$ cat src/rtl/bgf_pkg.sv
package bgf_pkg;
  localparam int BYTE_W = 8;

  typedef enum logic [1:0] {
    SLOT_NAME = 2'd0,
    SLOT_ATTR = 2'd1,
    SLOT_PLO  = 2'd2,
    SLOT_PHI  = 2'd3
  } slot_e;

  typedef struct packed {
    logic [BYTE_W-1:0] name;
    logic [BYTE_W-1:0] attr;
    logic [BYTE_W-1:0] plo;
    logic [BYTE_W-1:0] phi;
  } tile_t;
endpackage

$ cat src/rtl/bgf_phase_ctrl.sv
module bgf_phase_ctrl #(
  parameter int DOT_W     = 9,
  parameter int LINE_W    = 9,
  parameter int VIS_LINES = 240,
  parameter int PRE_LINE  = 261,
  parameter int RUN_LAST  = 256,
  parameter int PRE_FIRST = 321,
  parameter int PRE_LAST  = 336
) (
  input  logic [DOT_W-1:0]  dot,
  input  logic [LINE_W-1:0] line,
  input  logic              render_en,
  output logic              fetch_on,
  output bgf_pkg::slot_e    slot,
  output logic              issue,
  output logic              capture
);
  localparam logic [DOT_W-1:0]  DOT_ONE   = DOT_W'(1);
  localparam logic [DOT_W-1:0]  DOT_RUN_L = DOT_W'(RUN_LAST);
  localparam logic [DOT_W-1:0]  DOT_PRE_F = DOT_W'(PRE_FIRST);
  localparam logic [DOT_W-1:0]  DOT_PRE_L = DOT_W'(PRE_LAST);
  localparam logic [LINE_W-1:0] LN_VIS    = LINE_W'(VIS_LINES);
  localparam logic [LINE_W-1:0] LN_PRE    = LINE_W'(PRE_LINE);

  logic [DOT_W-1:0] dot_m1;
  logic [2:0]       phase;
  logic             line_ok;
  logic             dot_ok;

  always_comb begin
    dot_m1   = dot - DOT_ONE;
    phase    = dot_m1[2:0];
    line_ok  = (line < LN_VIS) || (line == LN_PRE);
    dot_ok   = ((dot >= DOT_ONE) && (dot <= DOT_RUN_L)) ||
               ((dot >= DOT_PRE_F) && (dot <= DOT_PRE_L));
    fetch_on = render_en && line_ok && dot_ok;
    slot     = bgf_pkg::slot_e'(phase[2:1]);
    issue    = fetch_on && !phase[0];
    capture  = fetch_on && phase[0];
  end
endmodule

$ cat src/rtl/bgf_addr_gen.sv
module bgf_addr_gen #(
  parameter int ADDR_W  = 14,
  parameter int VADDR_W = 15
) (
  input  bgf_pkg::slot_e                  slot,
  input  logic                            issue,
  input  logic [VADDR_W-1:0]              vaddr,
  input  logic [bgf_pkg::BYTE_W-1:0]      name_byte,
  input  logic                            hi_table,
  output logic [ADDR_W-1:0]               addr
);
  logic [ADDR_W-1:0] a_name, a_attr, a_plo, a_phi;

  always_comb begin
    a_name = {2'b10, vaddr[11:0]};
    a_attr = {2'b10, vaddr[11:10], 4'b1111, vaddr[9:7], vaddr[4:2]};
    a_plo  = {1'b0, hi_table, name_byte, 1'b0, vaddr[14:12]};
    a_phi  = {1'b0, hi_table, name_byte, 1'b1, vaddr[14:12]};
    addr   = '0;
    if (issue) begin
      unique case (slot)
        bgf_pkg::SLOT_NAME: addr = a_name;
        bgf_pkg::SLOT_ATTR: addr = a_attr;
        bgf_pkg::SLOT_PLO:  addr = a_plo;
        default:            addr = a_phi;
      endcase
    end
  end
endmodule

$ cat src/rtl/bgf_tile_latch.sv
module bgf_tile_latch (
  input  logic                       clk,
  input  logic                       rst_n,
  input  logic                       capture,
  input  bgf_pkg::slot_e             slot,
  input  logic [bgf_pkg::BYTE_W-1:0] rd_data,
  output logic [bgf_pkg::BYTE_W-1:0] name_q,
  output logic                       done,
  output bgf_pkg::tile_t             tile
);
  logic [bgf_pkg::BYTE_W-1:0] attr_q, plo_q;

  always_ff @(posedge clk) begin
    if (!rst_n) begin
      name_q <= '0;
      attr_q <= '0;
      plo_q  <= '0;
    end else if (capture) begin
      case (slot)
        bgf_pkg::SLOT_NAME: name_q <= rd_data;
        bgf_pkg::SLOT_ATTR: attr_q <= rd_data;
        bgf_pkg::SLOT_PLO:  plo_q  <= rd_data;
        default: ;
      endcase
    end
  end

  always_comb begin
    done      = capture && (slot == bgf_pkg::SLOT_PHI);
    tile.name = name_q;
    tile.attr = attr_q;
    tile.plo  = plo_q;
    tile.phi  = rd_data;
  end
endmodule

$ cat src/rtl/bgf_tile_out.sv
module bgf_tile_out (
  input  logic           clk,
  input  logic           rst_n,
  input  logic           done,
  input  bgf_pkg::tile_t tile_in,
  input  logic           ready,
  output logic           valid,
  output bgf_pkg::tile_t tile_q
);
  logic slot_free;

  always_comb slot_free = !valid || ready;

  always_ff @(posedge clk) begin
    if (!rst_n) begin
      valid  <= 1'b0;
      tile_q <= '0;
    end else if (done && slot_free) begin
      valid  <= 1'b1;
      tile_q <= tile_in;
    end else if (ready) begin
      valid  <= 1'b0;
    end
  end

  AST_HOLD_STABLE: assert property (@(posedge clk) disable iff (!rst_n)
    valid && !ready |=> valid && $stable(tile_q));
  AST_LOAD_AFTER_DONE: assert property (@(posedge clk) disable iff (!rst_n)
    done && slot_free |=> valid);
endmodule

$ cat src/rtl/bg_fetch_seq.sv
module bg_fetch_seq #(
  parameter int DOT_W     = 9,
  parameter int LINE_W    = 9,
  parameter int ADDR_W    = 14,
  parameter int VADDR_W   = 15,
  parameter int VIS_LINES = 240,
  parameter int PRE_LINE  = 261,
  parameter int RUN_LAST  = 256,
  parameter int PRE_FIRST = 321,
  parameter int PRE_LAST  = 336
) (
  input  logic               clk,
  input  logic               rst_n,
  input  logic [DOT_W-1:0]   dot,
  input  logic [LINE_W-1:0]  line,
  input  logic               render_en,
  input  logic [VADDR_W-1:0] vaddr,
  input  logic               bg_hi_table,
  output logic [ADDR_W-1:0]  rd_addr,
  output logic               rd_strobe,
  input  logic [7:0]         rd_data,
  output logic               coarse_x_inc,
  output logic               tile_valid,
  input  logic               tile_ready,
  output logic [7:0]         tile_name,
  output logic [7:0]         tile_attr,
  output logic [7:0]         tile_plo,
  output logic [7:0]         tile_phi
);
  logic           fetch_on, issue, capture, done;
  bgf_pkg::slot_e slot;
  logic [7:0]     name_q;
  bgf_pkg::tile_t tile_new, tile_held;

  bgf_phase_ctrl #(
    .DOT_W(DOT_W), .LINE_W(LINE_W), .VIS_LINES(VIS_LINES), .PRE_LINE(PRE_LINE),
    .RUN_LAST(RUN_LAST), .PRE_FIRST(PRE_FIRST), .PRE_LAST(PRE_LAST)
  ) u_phase (
    .dot(dot), .line(line), .render_en(render_en),
    .fetch_on(fetch_on), .slot(slot), .issue(issue), .capture(capture)
  );

  bgf_addr_gen #(.ADDR_W(ADDR_W), .VADDR_W(VADDR_W)) u_addr (
    .slot(slot), .issue(issue), .vaddr(vaddr), .name_byte(name_q),
    .hi_table(bg_hi_table), .addr(rd_addr)
  );

  bgf_tile_latch u_latch (
    .clk(clk), .rst_n(rst_n), .capture(capture), .slot(slot),
    .rd_data(rd_data), .name_q(name_q), .done(done), .tile(tile_new)
  );

  bgf_tile_out u_out (
    .clk(clk), .rst_n(rst_n), .done(done), .tile_in(tile_new),
    .ready(tile_ready), .valid(tile_valid), .tile_q(tile_held)
  );

  always_comb begin
    rd_strobe    = issue;
    coarse_x_inc = done;
    tile_name    = tile_held.name;
    tile_attr    = tile_held.attr;
    tile_plo     = tile_held.plo;
    tile_phi     = tile_held.phi;
  end

  AST_OFF_QUIET: assert property (@(posedge clk) disable iff (!rst_n)
    !render_en |-> !rd_strobe && !coarse_x_inc);
  AST_NAME_REGION: assert property (@(posedge clk) disable iff (!rst_n)
    rd_strobe && slot == bgf_pkg::SLOT_NAME |-> rd_addr[13:12] == 2'b10);
  AST_ATTR_REGION: assert property (@(posedge clk) disable iff (!rst_n)
    rd_strobe && slot == bgf_pkg::SLOT_ATTR |-> rd_addr[9:6] == 4'hF);
  AST_STROBE_IN_WINDOW: assert property (@(posedge clk) disable iff (!rst_n)
    rd_strobe |-> fetch_on && dot != '0);
endmodule

$ cat config.mk
export PLATFORM = sky130hd
export DESIGN_NAME = bg_fetch_seq
export DESIGN_NICKNAME = d
export VERILOG_FILES = /design/src/rtl/bgf_pkg.sv /design/src/rtl/bgf_phase_ctrl.sv /design/src/rtl/bgf_addr_gen.sv /design/src/rtl/bgf_tile_latch.sv /design/src/rtl/bgf_tile_out.sv /design/src/rtl/bg_fetch_seq.sv
export SDC_FILE = /design/constraint.sdc
export NUM_CORES = 1
export LEC_CHECK = 0
export BUFFER_PORTS_ARGS = -buffer_cell sky130_fd_sc_hd__buf_2
export CAP_MARGIN = 10
export CORE_AREA = 5 5 92 94
export DETAILED_ROUTE_END_ITERATION = 8
export DIE_AREA = 0 0 97 99
export GPL_TIMING_DRIVEN = 0
export PLACE_DENSITY_LB_ADDON = 0.08
export SYNTH_ARGS = -nofsm -noshare
export SYNTH_HDL_FRONTEND = slang
export SYNTH_SLANG_ARGS = --single-unit
export TNS_END_PERCENT = 5
$ cat constraint.sdc
create_clock -name clk -period 3 [get_ports clk]
set_clock_uncertainty 0.05 [all_clocks]
set_input_delay 0.3 -clock clk [delete_from_list [all_inputs] [get_ports clk]]
set_output_delay 0.3 -clock clk [all_outputs]
set_load 0.03 [all_outputs]
==> results of run 1 <==
metal layers:
| metal | wire length (um) | up-vias |
|---|---|---|
| met1 | 3210 | 992 |
| met3 | 440 | 10 |
| met2 | 3150 | 69 |
| met5 | 0 | - |
| met4 | 86 | 0 |
| li1 | - | 1119 |
cell usage after synthesis, drive strengths merged:
cell type,number,area [um^2]
nand4,2,18.8
or3,2,12.5
a21bo,1,10.0
nor2,11,41.3
nand2,73,274
nor3,3,26.3
ha,2,25.0
dfxtp,57,1140
a211oi,6,45.0
a32oi,1,27.5
nand4bb,1,11.3
xor2,1,8.76
a21oi,2,10.0
buf,5,63.8
o21a,1,7.51
o41ai,1,8.76
clkbuf,10,37.5
and3,1,6.26
mux2i,61,611
or4,2,18.8
nand3b,4,30.0
a2111o,1,11.3
inv,3,11.3
or2,1,6.26
o21ai,5,28.8
xnor2,1,8.76
and2b,1,8.76
nor4,5,76.3
power by group:
| part | switching (mW) | internal [mW] | leakage [nW] | total (mW) |
|---|---|---|---|---|
| combinational | 0.101 | 0.0579 | 0.842 | 0.159 |
| clock | 0.294 | 0.404 | 0.0974 | 0.698 |
| sequential | 0.00128 | 0.760 | 0.459 | 0.761 |
sequential cells by signal, indices dropped and copies added, names as in the netlist:
name            flops
u_latch.attr_q      8
u_latch.name_q      8
u_latch.plo_q       8
u_out.tile_q       32
u_out.valid         1
worst min path at each step:
stage	start	to	slack (ns)	cells past startpoint
3_5_place_dp	u_out.tile_q[28]	u_out.tile_q[28]	0.39	2
6_report	rd_data[7]	u_out.tile_q[7]	0.29	3
3_3_place_gp	u_out.tile_q[24]	u_out.tile_q[24]	0.39	2
5_1_grt	rd_data[7]	u_out.tile_q[7]	0.31	3
2_1_floorplan	u_latch.attr_q[0]	u_latch.attr_q[0]	0.39	2
4_1_cts	rd_data[7]	u_latch.name_q[7]	0.28	3
worst min-delay path: stages:
cell,delay (ns)
sky130_fd_sc_hd__buf_2,0.08
sky130_fd_sc_hd__nand2_1,0.11
sky130_fd_sc_hd__mux2i_1,0.14
logic make-up (layout without fill, tap and decap cells):
family | Yosys count | after routing | share of synthesized area
adders and majority gates | 2 | 2 | 0.00967
muxes | 61 | 61 | 0.236
xor gates and xnor gates | 2 | 2 | 0.00677
buffers and inverters | 18 | 127 | 0.0435
and+or+nand+nor | 106 | 106 | 0.205
DFF | 57 | 57 | 0.441
AOI/OAI and AO/OA | 18 | 18 | 0.0576
through the flow:
stage / util / hold WS (ns) / total power, mW / setup slack, ns / std cells
after floorplan: - / 0.393 / 0.875 / 0.112 / 264
after global placement: 0.420 / 0.390 / 0.937 / 0.120 / 459
after detailed placement: 0.420 / 0.394 / 0.939 / 0.111 / 459
after CTS: 0.445 / 0.276 / 1.64 / 0.110 / 475
after global routing: 0.445 / 0.315 / 1.69 / 0.00538 / 475
final: 0.445 / 0.289 / 1.62 / 0.120 / 475
final cells by class:
| type | instances | area share |
|---|---|---|
| Sequential cell | 57 | 0.339 |
| Timing Repair Buffer | 93 | 0.138 |
| Clock buffer | 13 | 0.0442 |
| Buffer | 15 | 0.0301 |
| Clock inverter | 3 | 0.0119 |
| Inverter | 3 | 0.00334 |
| Tap cell | 102 | 0.0379 |
| Multi-Input combinational cell | 189 | 0.396 |
==> results.sh, run 1 <==
export IMPL_status="finished, final reports clean"
export IMPL_r2r_end="u_out.tile_q[20]"
export IMPL_number_of_warnings_printed_during_yosys_synthesis=0
export IMPL_grt_busiest_layer="met2"
export IMPL_worst_pin_slew_ns=0.831
export IMPL_final_net_count=416
export IMPL_r2r_cells=5
export IMPL_worst_setup_path_type="input pin to output pin"
export IMPL_post_synth_instance_area_um2=2590
export IMPL_layout_min_cycle_time_ns=2.88
export IMPL_maxCapViolations=0
export IMPL_placeableCoreArea_um2=7570
export IMPL_initial_utilization=0.342
export IMPL_die_y_um=99
export IMPL_global_route_usage_over_all_layers=0.149
export IMPL_dr_pass1_iters=4
export IMPL_global_route_usage_met3=0.0502
export IMPL_initial_antenna_violation_count=0
export IMPL_clockRootBuffer="sky130_fd_sc_hd__clkbuf_8"
export IMPL_slew_headroom=0.444
export IMPL_die_width_um=97
export IMPL_critPathSlowestCell="sky130_fd_sc_hd__or4_4"
export IMPL_num_antenna_cells=0
export IMPL_tritoncts_num_sinks=57
export IMPL_setup_tns_final_ns=0
export IMPL_drt_drc_violations_left=0
export IMPL_final_common_cell="sky130_fd_sc_hd__buf_2"
export IMPL_multi_input_area_um2=1330
export IMPL_r2r_start="u_out.valid"
export IMPL_unrepaired_setup_endpoints_after_global_routing="false"
export IMPL_grt_max_degree=11
export IMPL_cpMostUsedCell="sky130_fd_sc_hd__buf_2"
export IMPL_finalMaxSlewViolations=0
export IMPL_clkLatencyLatePin_ns=0.33
export IMPL_drt_wirelength_per_cell_um=14.5
export IMPL_cpPeakStageDelay_ns=0.54
export IMPL_crit_path_end="rd_addr[13]"
export IMPL_cts_htree_levels=3
export IMPL_ys_types=36
export IMPL_timing_critical_path_fanout_max=10
export IMPL_design_die_area_um2=9600
export IMPL_cp_cell_sequence="buf_2 -> or4_4 -> a2111o_1 -> a32oi_4 -> or3_1 -> buf_4 -> buf_6 -> nor2_1 -> buf_2"
export IMPL_fin_crit_sh=0.960
export IMPL_global_route_usage_met1=0.190
export IMPL_gp_congestion=0.793
export IMPL_fill_cells=775
export IMPL_cp_buffers_inverters=4
export IMPL_worst_setup_path_start_kind="input pin"
export IMPL_synth_seq_area_share=0.441
export IMPL_post_drt_via_cell_ratio=4.61
export IMPL_fin_area_um2=3370
export IMPL_post_dp_cell_area_um2=3180
export IMPL_worstHoldPathType="input pin to register"
export IMPL_ff_latch_area_um2=1140
export IMPL_ys_ff_latch=57
export IMPL_tritoncts_clock_tree="yes"
export IMPL_worst_path_stages=9
export IMPL_buffer_ports_inserted=93
export IMPL_ctsResizeCount=0
export IMPL_dpl_hpwl_um=5210
export IMPL_final_layout_size_suffix_gt1_frac=0.330
export IMPL_synth_avg_cell_area_um2=9.80
export IMPL_cts_buffers=9
export IMPL_netlist_instances=264
export IMPL_antenna_violating_nets_left=0
export IMPL_cts_hold_buffers_added=0
export IMPL_fmax_ghz=0.347
export IMPL_global_route_overflow_total=0
export IMPL_layout_cells_most_common_list="93 x sky130_fd_sc_hd__buf_2, 73 x sky130_fd_sc_hd__nand2_1, 61 x sky130_fd_sc_hd__mux2i_1"
export IMPL_worst_ep_required_time_ns=2.65
export IMPL_vdd_drop_max_mv=0.225
export IMPL_finalHoldViolCount=0
export IMPL_grt_pass1_wl_um=11400
export IMPL_wl_um=6890
export IMPL_detail_route_iter0_violations=54
export IMPL_grt_pass1_vias=2245
export IMPL_power_density_nw_per_um2=481
export IMPL_timing_critical_path_to_type="output pin"
export IMPL_layout_area_overhead_vs_synth_pct=30.2
export IMPL_ioPinCount=95
export IMPL_cts_setup_buffers=0
export IMPL_timing_critical_path_from="dot[2]"
export IMPL_crit_family="compound AO/OA/AOI/OAI gates"
export IMPL_critical_path_arrival_ns=2.53
export IMPL_clock_tree_buffer_depth=2
export IMPL_syn_nets=312
export IMPL_path_clk_slew_ns=0.06
export IMPL_grt_met2_usage=0.240
export IMPL_num_vias=2190
export IMPL_standard_cell_row_count=32
export IMPL_finalSetupViolations=0
export IMPL_reg2reg_slack_ns=1.22
export IMPL_cellLeakagePower_nw=1.40
Note: power is estimated with default switching activity, not from simulation.
==> inputs of run 2 (changes only) <==
--- a/config.mk
+++ b/config.mk
@@ -7,11 +7,11 @@
 export LEC_CHECK = 0
 export BUFFER_PORTS_ARGS = -buffer_cell sky130_fd_sc_hd__buf_2
 export CAP_MARGIN = 10
-export CORE_AREA = 5 5 92 94
+export CORE_AREA = 2 2 89 91
 export DETAILED_ROUTE_END_ITERATION = 8
-export DIE_AREA = 0 0 97 99
+export DIE_AREA = 0 0 91 93
 export GPL_TIMING_DRIVEN = 0
-export PLACE_DENSITY_LB_ADDON = 0.08
+export PLACE_DENSITY_LB_ADDON = 0.25
 export SYNTH_ARGS = -nofsm -noshare
 export SYNTH_HDL_FRONTEND = slang
 export SYNTH_SLANG_ARGS = --single-unit
==> run 2 against run 1 <==
Die area fell by 12%; first-iteration DRC count rose by 50%; count of clock-buffer cells in the layout fell by 2; routed wire length fell by 7.8%; cell count did not move; sequential cell count did not move; critical path depth did not move; worst hold slack got worse by 0.0070 ns; final area rose by 0.22%; total power rose by 0.21%; global-route usage rose by 0.95 points; clock power rose by 0.9%; critical path type unchanged; critical endpoint is now rd_addr[4]; largest cell class unchanged; highest routed layer unchanged.
==> results.sh, run 2 (synthesis gave the netlist of run 1 again) <==
export IMPL_status="finished, final reports clean"
export IMPL_ctsResizeCount=0
export IMPL_buffer_ports_inserted=93
export IMPL_post_dp_cell_area_um2=3180
export IMPL_finalSetupViolations=0
export IMPL_unrepaired_setup_endpoints_after_global_routing="false"
export IMPL_power_density_nw_per_um2=480
export IMPL_post_drt_via_cell_ratio=4.71
export IMPL_grt_max_degree=11
export IMPL_post_place_ws_ns=0.125
export IMPL_tritoncts_num_sinks=57
export IMPL_worst_pin_slew_ns=0.825
export IMPL_die_width_um=91
export IMPL_timing_critical_path_fanout_max=10
export IMPL_grt_pass1_wl_um=10600
export IMPL_ioPinCount=95
export IMPL_initial_utilization=0.344
export IMPL_layout_min_cycle_time_ns=2.86
export IMPL_drt_wirelength_per_cell_um=13.4
export IMPL_final_common_cell="sky130_fd_sc_hd__buf_2"
export IMPL_worst_setup_path_start_kind="input pin"
export IMPL_antenna_violating_nets_left=0
export IMPL_num_antenna_cells=0
export IMPL_finalCoreUtilization=0.448
export IMPL_tritoncts_clock_tree="yes"
export IMPL_fmax_ghz=0.350
export IMPL_timing_critical_path_to_type="output pin"
export IMPL_clock_tree_buffer_depth=2
export IMPL_maxCapViolations=0
export IMPL_layout_cells_most_common_list="93 x sky130_fd_sc_hd__buf_2, 73 x sky130_fd_sc_hd__nand2_1, 61 x sky130_fd_sc_hd__mux2i_1"
export IMPL_fin_crit_sh=0.953
export IMPL_hold_slack_ns=0.282
export IMPL_worst_ep_required_time_ns=2.65
export IMPL_largest_reg_flops=32
export IMPL_vdd_drop_max_mv=0.362
export IMPL_post_layout_nonfiller_instances=475
export IMPL_finalHoldViolCount=0
export IMPL_initial_antenna_violation_count=0
export IMPL_cts_buffers=9
export IMPL_finalMaxSlewViolations=0
export IMPL_wl_um=6350
export IMPL_final_net_count=416
export IMPL_global_route_usage_over_all_layers=0.159
export IMPL_layout_area_overhead_vs_synth_pct=30.5
export IMPL_critical_path_arrival_ns=2.51
export IMPL_cts_setup_buffers=0
export IMPL_cts_hold_buffers_added=0
export IMPL_setup_tns_final_ns=0
export IMPL_cellLeakagePower_nw=1.40
export IMPL_worstHoldPathType="input pin to register"
export IMPL_dp_cells=459
export IMPL_design_power_total_mw=1.62
export IMPL_clkLatencyLatePin_ns=0.33
export IMPL_placeableCoreArea_um2=7530
export IMPL_final_layout_size_suffix_gt1_frac=0.335
export IMPL_num_vias=2236
export IMPL_design_die_area_um2=8460
export IMPL_path_clk_slew_ns=0.06
export IMPL_clockRootBuffer="sky130_fd_sc_hd__clkbuf_8"
export IMPL_drt_drc_violations_left=0
export IMPL_global_route_overflow_total=0
export IMPL_dpl_hpwl_um=4830
export IMPL_slew_headroom=0.448
export IMPL_dr_pass1_iters=4
export IMPL_grt_pass1_vias=2144
export IMPL_cts_htree_levels=3
export IMPL_die_y_um=93
export IMPL_registers_top_by_ff_count="u_out.tile_q"
export IMPL_detail_route_iter0_violations=81
export IMPL_gp_congestion=0.762
export IMPL_worst_setup_path_type="input pin to output pin"
export IMPL_worst_slack_ns=0.141
export IMPL_fin_area_um2=3380
export IMPL_standard_cell_row_count=32
## run 2: changes by cell type in the layout (fill, tap and decap cells not counted), sizes merged
cell | previous run | this run
clkbuf | 23 | 21
clkinvlp | 0 | 2
## run 2: area by class of cell
cell class              count  area, um^2
multi-input cells         189        1330
clock inverters             5        55.1
clock buffers              11         141
well taps                 102         128
inverters                   3        11.3
plain buffers              15         101
repair buffers             93         465
fillers                   773        4150
flip-flops and latches     57        1140
## run 2: final timing paths
kind,from,end,slack (ns),depth (start not counted)
min,rd_data[7],u_latch.plo_q[7],0.28,3
max reg2reg,u_out.valid,u_out.tile_q[19],1.25,5
min reg2reg,u_out.tile_q[1],u_out.tile_q[1],0.40,2
max,dot[2],rd_addr[4],0.14,9
## run 2: per-layer routing
layer  track usage  wire [um]  up-vias
met4        0.0606         79        0
met3        0.0443        451        7
met1         0.210       3060     1024
met2         0.246       2760       88
li1              -          -     1117
met5             0          0        -
## run 2: power by group
group	switching [mW]	internal, mW
clock network	0.301	0.403
logic	0.0984	0.0579
registers	0.00133	0.760
total	0.401	1.22
## run 2: critical path: stages
cell                       delay [ns]
sky130_fd_sc_hd__buf_2           0.13
sky130_fd_sc_hd__or4_4           0.54
sky130_fd_sc_hd__a2111o_1        0.44
sky130_fd_sc_hd__a32oi_4         0.40
sky130_fd_sc_hd__or3_1           0.17
sky130_fd_sc_hd__buf_4           0.13
sky130_fd_sc_hd__buf_6           0.13
sky130_fd_sc_hd__a211oi_1        0.05
sky130_fd_sc_hd__buf_2           0.20
==> inputs of run 3 (changes only) <==
--- a/config.mk
+++ b/config.mk
@@ -5,11 +5,12 @@
 export SDC_FILE = /design/constraint.sdc
 export NUM_CORES = 1
 export LEC_CHECK = 0
+export ABC_AREA = 1
 export BUFFER_PORTS_ARGS = -buffer_cell sky130_fd_sc_hd__buf_2
 export CAP_MARGIN = 10
-export CORE_AREA = 2 2 89 91
+export CORE_AREA = 2 2 92 94
 export DETAILED_ROUTE_END_ITERATION = 8
-export DIE_AREA = 0 0 91 93
+export DIE_AREA = 0 0 94 96
 export GPL_TIMING_DRIVEN = 0
 export PLACE_DENSITY_LB_ADDON = 0.25
 export SYNTH_ARGS = -nofsm -noshare
==> run 3 against run 2 <==
Register-to-register slack improved by 0.23 ns; clock power increased by 7.2%; critical path type unchanged; combinational power increased by 13%.
==> results.sh, run 3 <==
export IMPL_status="finished, final reports clean"
export IMPL_netSwitchingPower_uw=408
export IMPL_clkLatencyLatePin_ns=0.33
export IMPL_crit_family="buffers and inverters"
export IMPL_ys_ff_latch=57
export IMPL_worst_pin_slew_ns=0.640
export IMPL_num_antenna_cells=0
export IMPL_tritoncts_num_sinks=57
export IMPL_hold_path_startpoint="rd_data[7]"
export IMPL_cts_setup_buffers=0
export IMPL_cellLeakagePower_nw=1.63
export IMPL_grt_pass1_wl_um=11700
export IMPL_ctsResizeCount=0
export IMPL_dr_pass1_iters=4
export IMPL_fmax_ghz=0.396
export IMPL_ioPinCount=95
export IMPL_finalMaxSlewViolations=0
export IMPL_post_synth_most_frequent_cells="100 x sky130_fd_sc_hd__nor2_1, 80 x sky130_fd_sc_hd__nand2_1, 57 x sky130_fd_sc_hd__dfxtp_1"
export IMPL_detail_route_iter0_violations=167
export IMPL_die_width_um=94
export IMPL_async_flop_share=0
export IMPL_cts_hold_buffers_added=0
export IMPL_antenna_violating_nets_left=0
export IMPL_fin_crit_sh=0.842
export IMPL_ys_types=28
export IMPL_standard_cell_row_count=33
export IMPL_flop_pwr_share=0.452
export IMPL_cpMostUsedCell="sky130_fd_sc_hd__buf_2"
export IMPL_post_drt_via_cell_ratio=4.54
export IMPL_layout_cells_most_common_list="100 x sky130_fd_sc_hd__nor2_1, 96 x sky130_fd_sc_hd__buf_2, 80 x sky130_fd_sc_hd__nand2_1"
export IMPL_post_synth_top_area_fraction=0.420
export IMPL_internal_power_mw=1.29
export IMPL_drt_drc_violations_left=0
export IMPL_global_route_usage_over_all_layers=0.167
export IMPL_initial_utilization=0.337
export IMPL_clock_tree_buffer_depth=2
export IMPL_layout_min_cycle_time_ns=2.53
export IMPL_worstHoldPathType="input pin to register"
export IMPL_worst_setup_path_start_kind="input pin"
export IMPL_post_synth_instance_area_um2=2720
export IMPL_maxCapViolations=0
export IMPL_ff_latch_area_um2=1140
export IMPL_fill_cells=880
export IMPL_slew_headroom=0.572
export IMPL_synth_avg_cell_area_um2=6.64
export IMPL_cts_buffers=9
export IMPL_synth_top_area_cell="sky130_fd_sc_hd__dfxtp_1"
export IMPL_placeableCoreArea_um2=8050
export IMPL_registers_top_by_ff_count="u_out.tile_q"
export IMPL_finalHoldViolCount=0
export IMPL_timing_critical_path_to_type="output pin"
export IMPL_clockRootBuffer="sky130_fd_sc_hd__clkbuf_8"
export IMPL_timing_critical_path_from="dot[0]"
export IMPL_synth_seq_area_share=0.420
export IMPL_hold_slack_ns=0.215
export IMPL_cp_buffers_inverters=5
export IMPL_num_vias=2826
export IMPL_timing_critical_path_fanout_max=10
export IMPL_dpl_hpwl_um=5550
export IMPL_r2r_start="u_out.valid"
export IMPL_power_switching_share=0.239
export IMPL_grt_pass1_vias=2601
export IMPL_final_net_count=561
export IMPL_critPathSlowestCell="sky130_fd_sc_hd__nor2_1"
export IMPL_tritoncts_clock_tree="yes"
export IMPL_syn_nets=457
export IMPL_number_of_flops_mapped_to_enable_cells_by_yosys=0
export IMPL_final_layout_size_suffix_gt1_frac=0.248
export IMPL_synth_ff_type="sky130_fd_sc_hd__dfxtp_1"
export IMPL_synthMostInstantiatedCell="sky130_fd_sc_hd__nor2_1"
export IMPL_multi_input_area_um2=1290
export IMPL_clock_power_share=0.444
export IMPL_cp_cell_sequence="buf_2 -> inv_1 -> ha_1 -> or2_1 -> nand2_2 -> inv_2 -> nor2_1 -> buf_4 -> nand2_1 -> a31oi_1 -> buf_2"
export IMPL_layout_area_overhead_vs_synth_pct=29.8
export IMPL_power_density_nw_per_um2=483
export IMPL_unrepaired_setup_endpoints_after_global_routing="false"
export IMPL_grt_max_degree=11
export IMPL_global_route_overflow_total=0
export IMPL_cts_htree_levels=3
export IMPL_critical_path_arrival_ns=2.18
export IMPL_synth_top_cells_by_area="sky130_fd_sc_hd__dfxtp_1 42%, sky130_fd_sc_hd__nor2_1 14%, sky130_fd_sc_hd__nand2_1 11%, sky130_fd_sc_hd__nand3_1 9.4%, sky130_fd_sc_hd__inv_1 6.2%"
export IMPL_finalSetupViolations=0
export IMPL_gp_congestion=0.829
export IMPL_worst_ep_required_time_ns=2.65
export IMPL_largest_reg_flops=32
export IMPL_worst_setup_path_type="input pin to output pin"
export IMPL_number_of_warnings_printed_during_yosys_synthesis=0
export IMPL_vdd_drop_max_mv=0.261
export IMPL_wl_um=7070
export IMPL_initial_antenna_violation_count=0
export IMPL_cpPeakStageDelay_ns=0.35
export IMPL_design_die_area_um2=9020
export IMPL_die_y_um=96
export IMPL_pwr_share_comb=0.104
export IMPL_final_common_cell="sky130_fd_sc_hd__nor2_1"
export IMPL_netlist_instances=409
export IMPL_buffer_ports_inserted=93
export IMPL_setup_tns_final_ns=0
export IMPL_path_clk_slew_ns=0.06
export IMPL_drt_wirelength_per_cell_um=11.4
run 3: routing by layer:
| layer | global-route usage | share of wire |
|---|---|---|
| met1 | 0.211 | 0.45 |
| met2 | 0.278 | 0.46 |
| met3 | 0.0360 | 0.077 |
| met4 | 0.0652 | 0.016 |
| met5 | 0 | 0 |
run 3: worst min-delay path, stage by stage:
cell	delay [ns]
sky130_fd_sc_hd__buf_2	0.12
sky130_fd_sc_hd__nor2_1	0.05
sky130_fd_sc_hd__nor2_1	0.08
run 3: power by group through the flow:
stage / Sequential (mW) / Combinational [mW] / Clock, mW
after floorplan: 0.798 / 0.0962 / 0
after global placement: 0.786 / 0.176 / 0
after detailed placement: 0.787 / 0.178 / 0
after CTS: 0.770 / 0.179 / 0.773
after global routing: 0.771 / 0.200 / 0.804
final: 0.770 / 0.177 / 0.755
run 3: final timing paths:
check                                    endpoint  slack, ns  cells after the start
worst max-delay path                   rd_addr[0]       0.47                     11
worst min-delay path            u_latch.attr_q[7]       0.21                      3
worst max register to register   u_out.tile_q[29]       1.48                      7
worst min register to register   u_latch.plo_q[2]       0.41                      2
run 3: metrics by stage:
stage               instances  utilization  cell area [um^2]  total power, mW  worst slack, ns
finish                    622        0.438              3530             1.70            0.475
CTS                       622        0.438              3530             1.72            0.473
global placement          607        0.412              3310            0.962            0.474
global route              622        0.438              3530             1.77            0.284
detailed placement        607        0.412              3310            0.965            0.473
floorplan                 409            -              2720            0.894            0.575
run 3: final cells by class:
class                      count  share of cell area
multi-input combinational    285               0.365
sequential                    57               0.324
timing repair buffer          93               0.132
inverter                      48              0.0511
clock buffer                  13              0.0507
tap                          105              0.0372
buffer                        19              0.0309
clock inverter                 2             0.00993
run 3: logic make-up after synthesis:
family                     Yosys count  synth area share
adders and majority gates            2           0.00921
DFF                                 57             0.420
and+or+nand+nor                    241             0.379
AOI/OAI and AO/OA                   42            0.0852
buffers and inverters               67             0.106
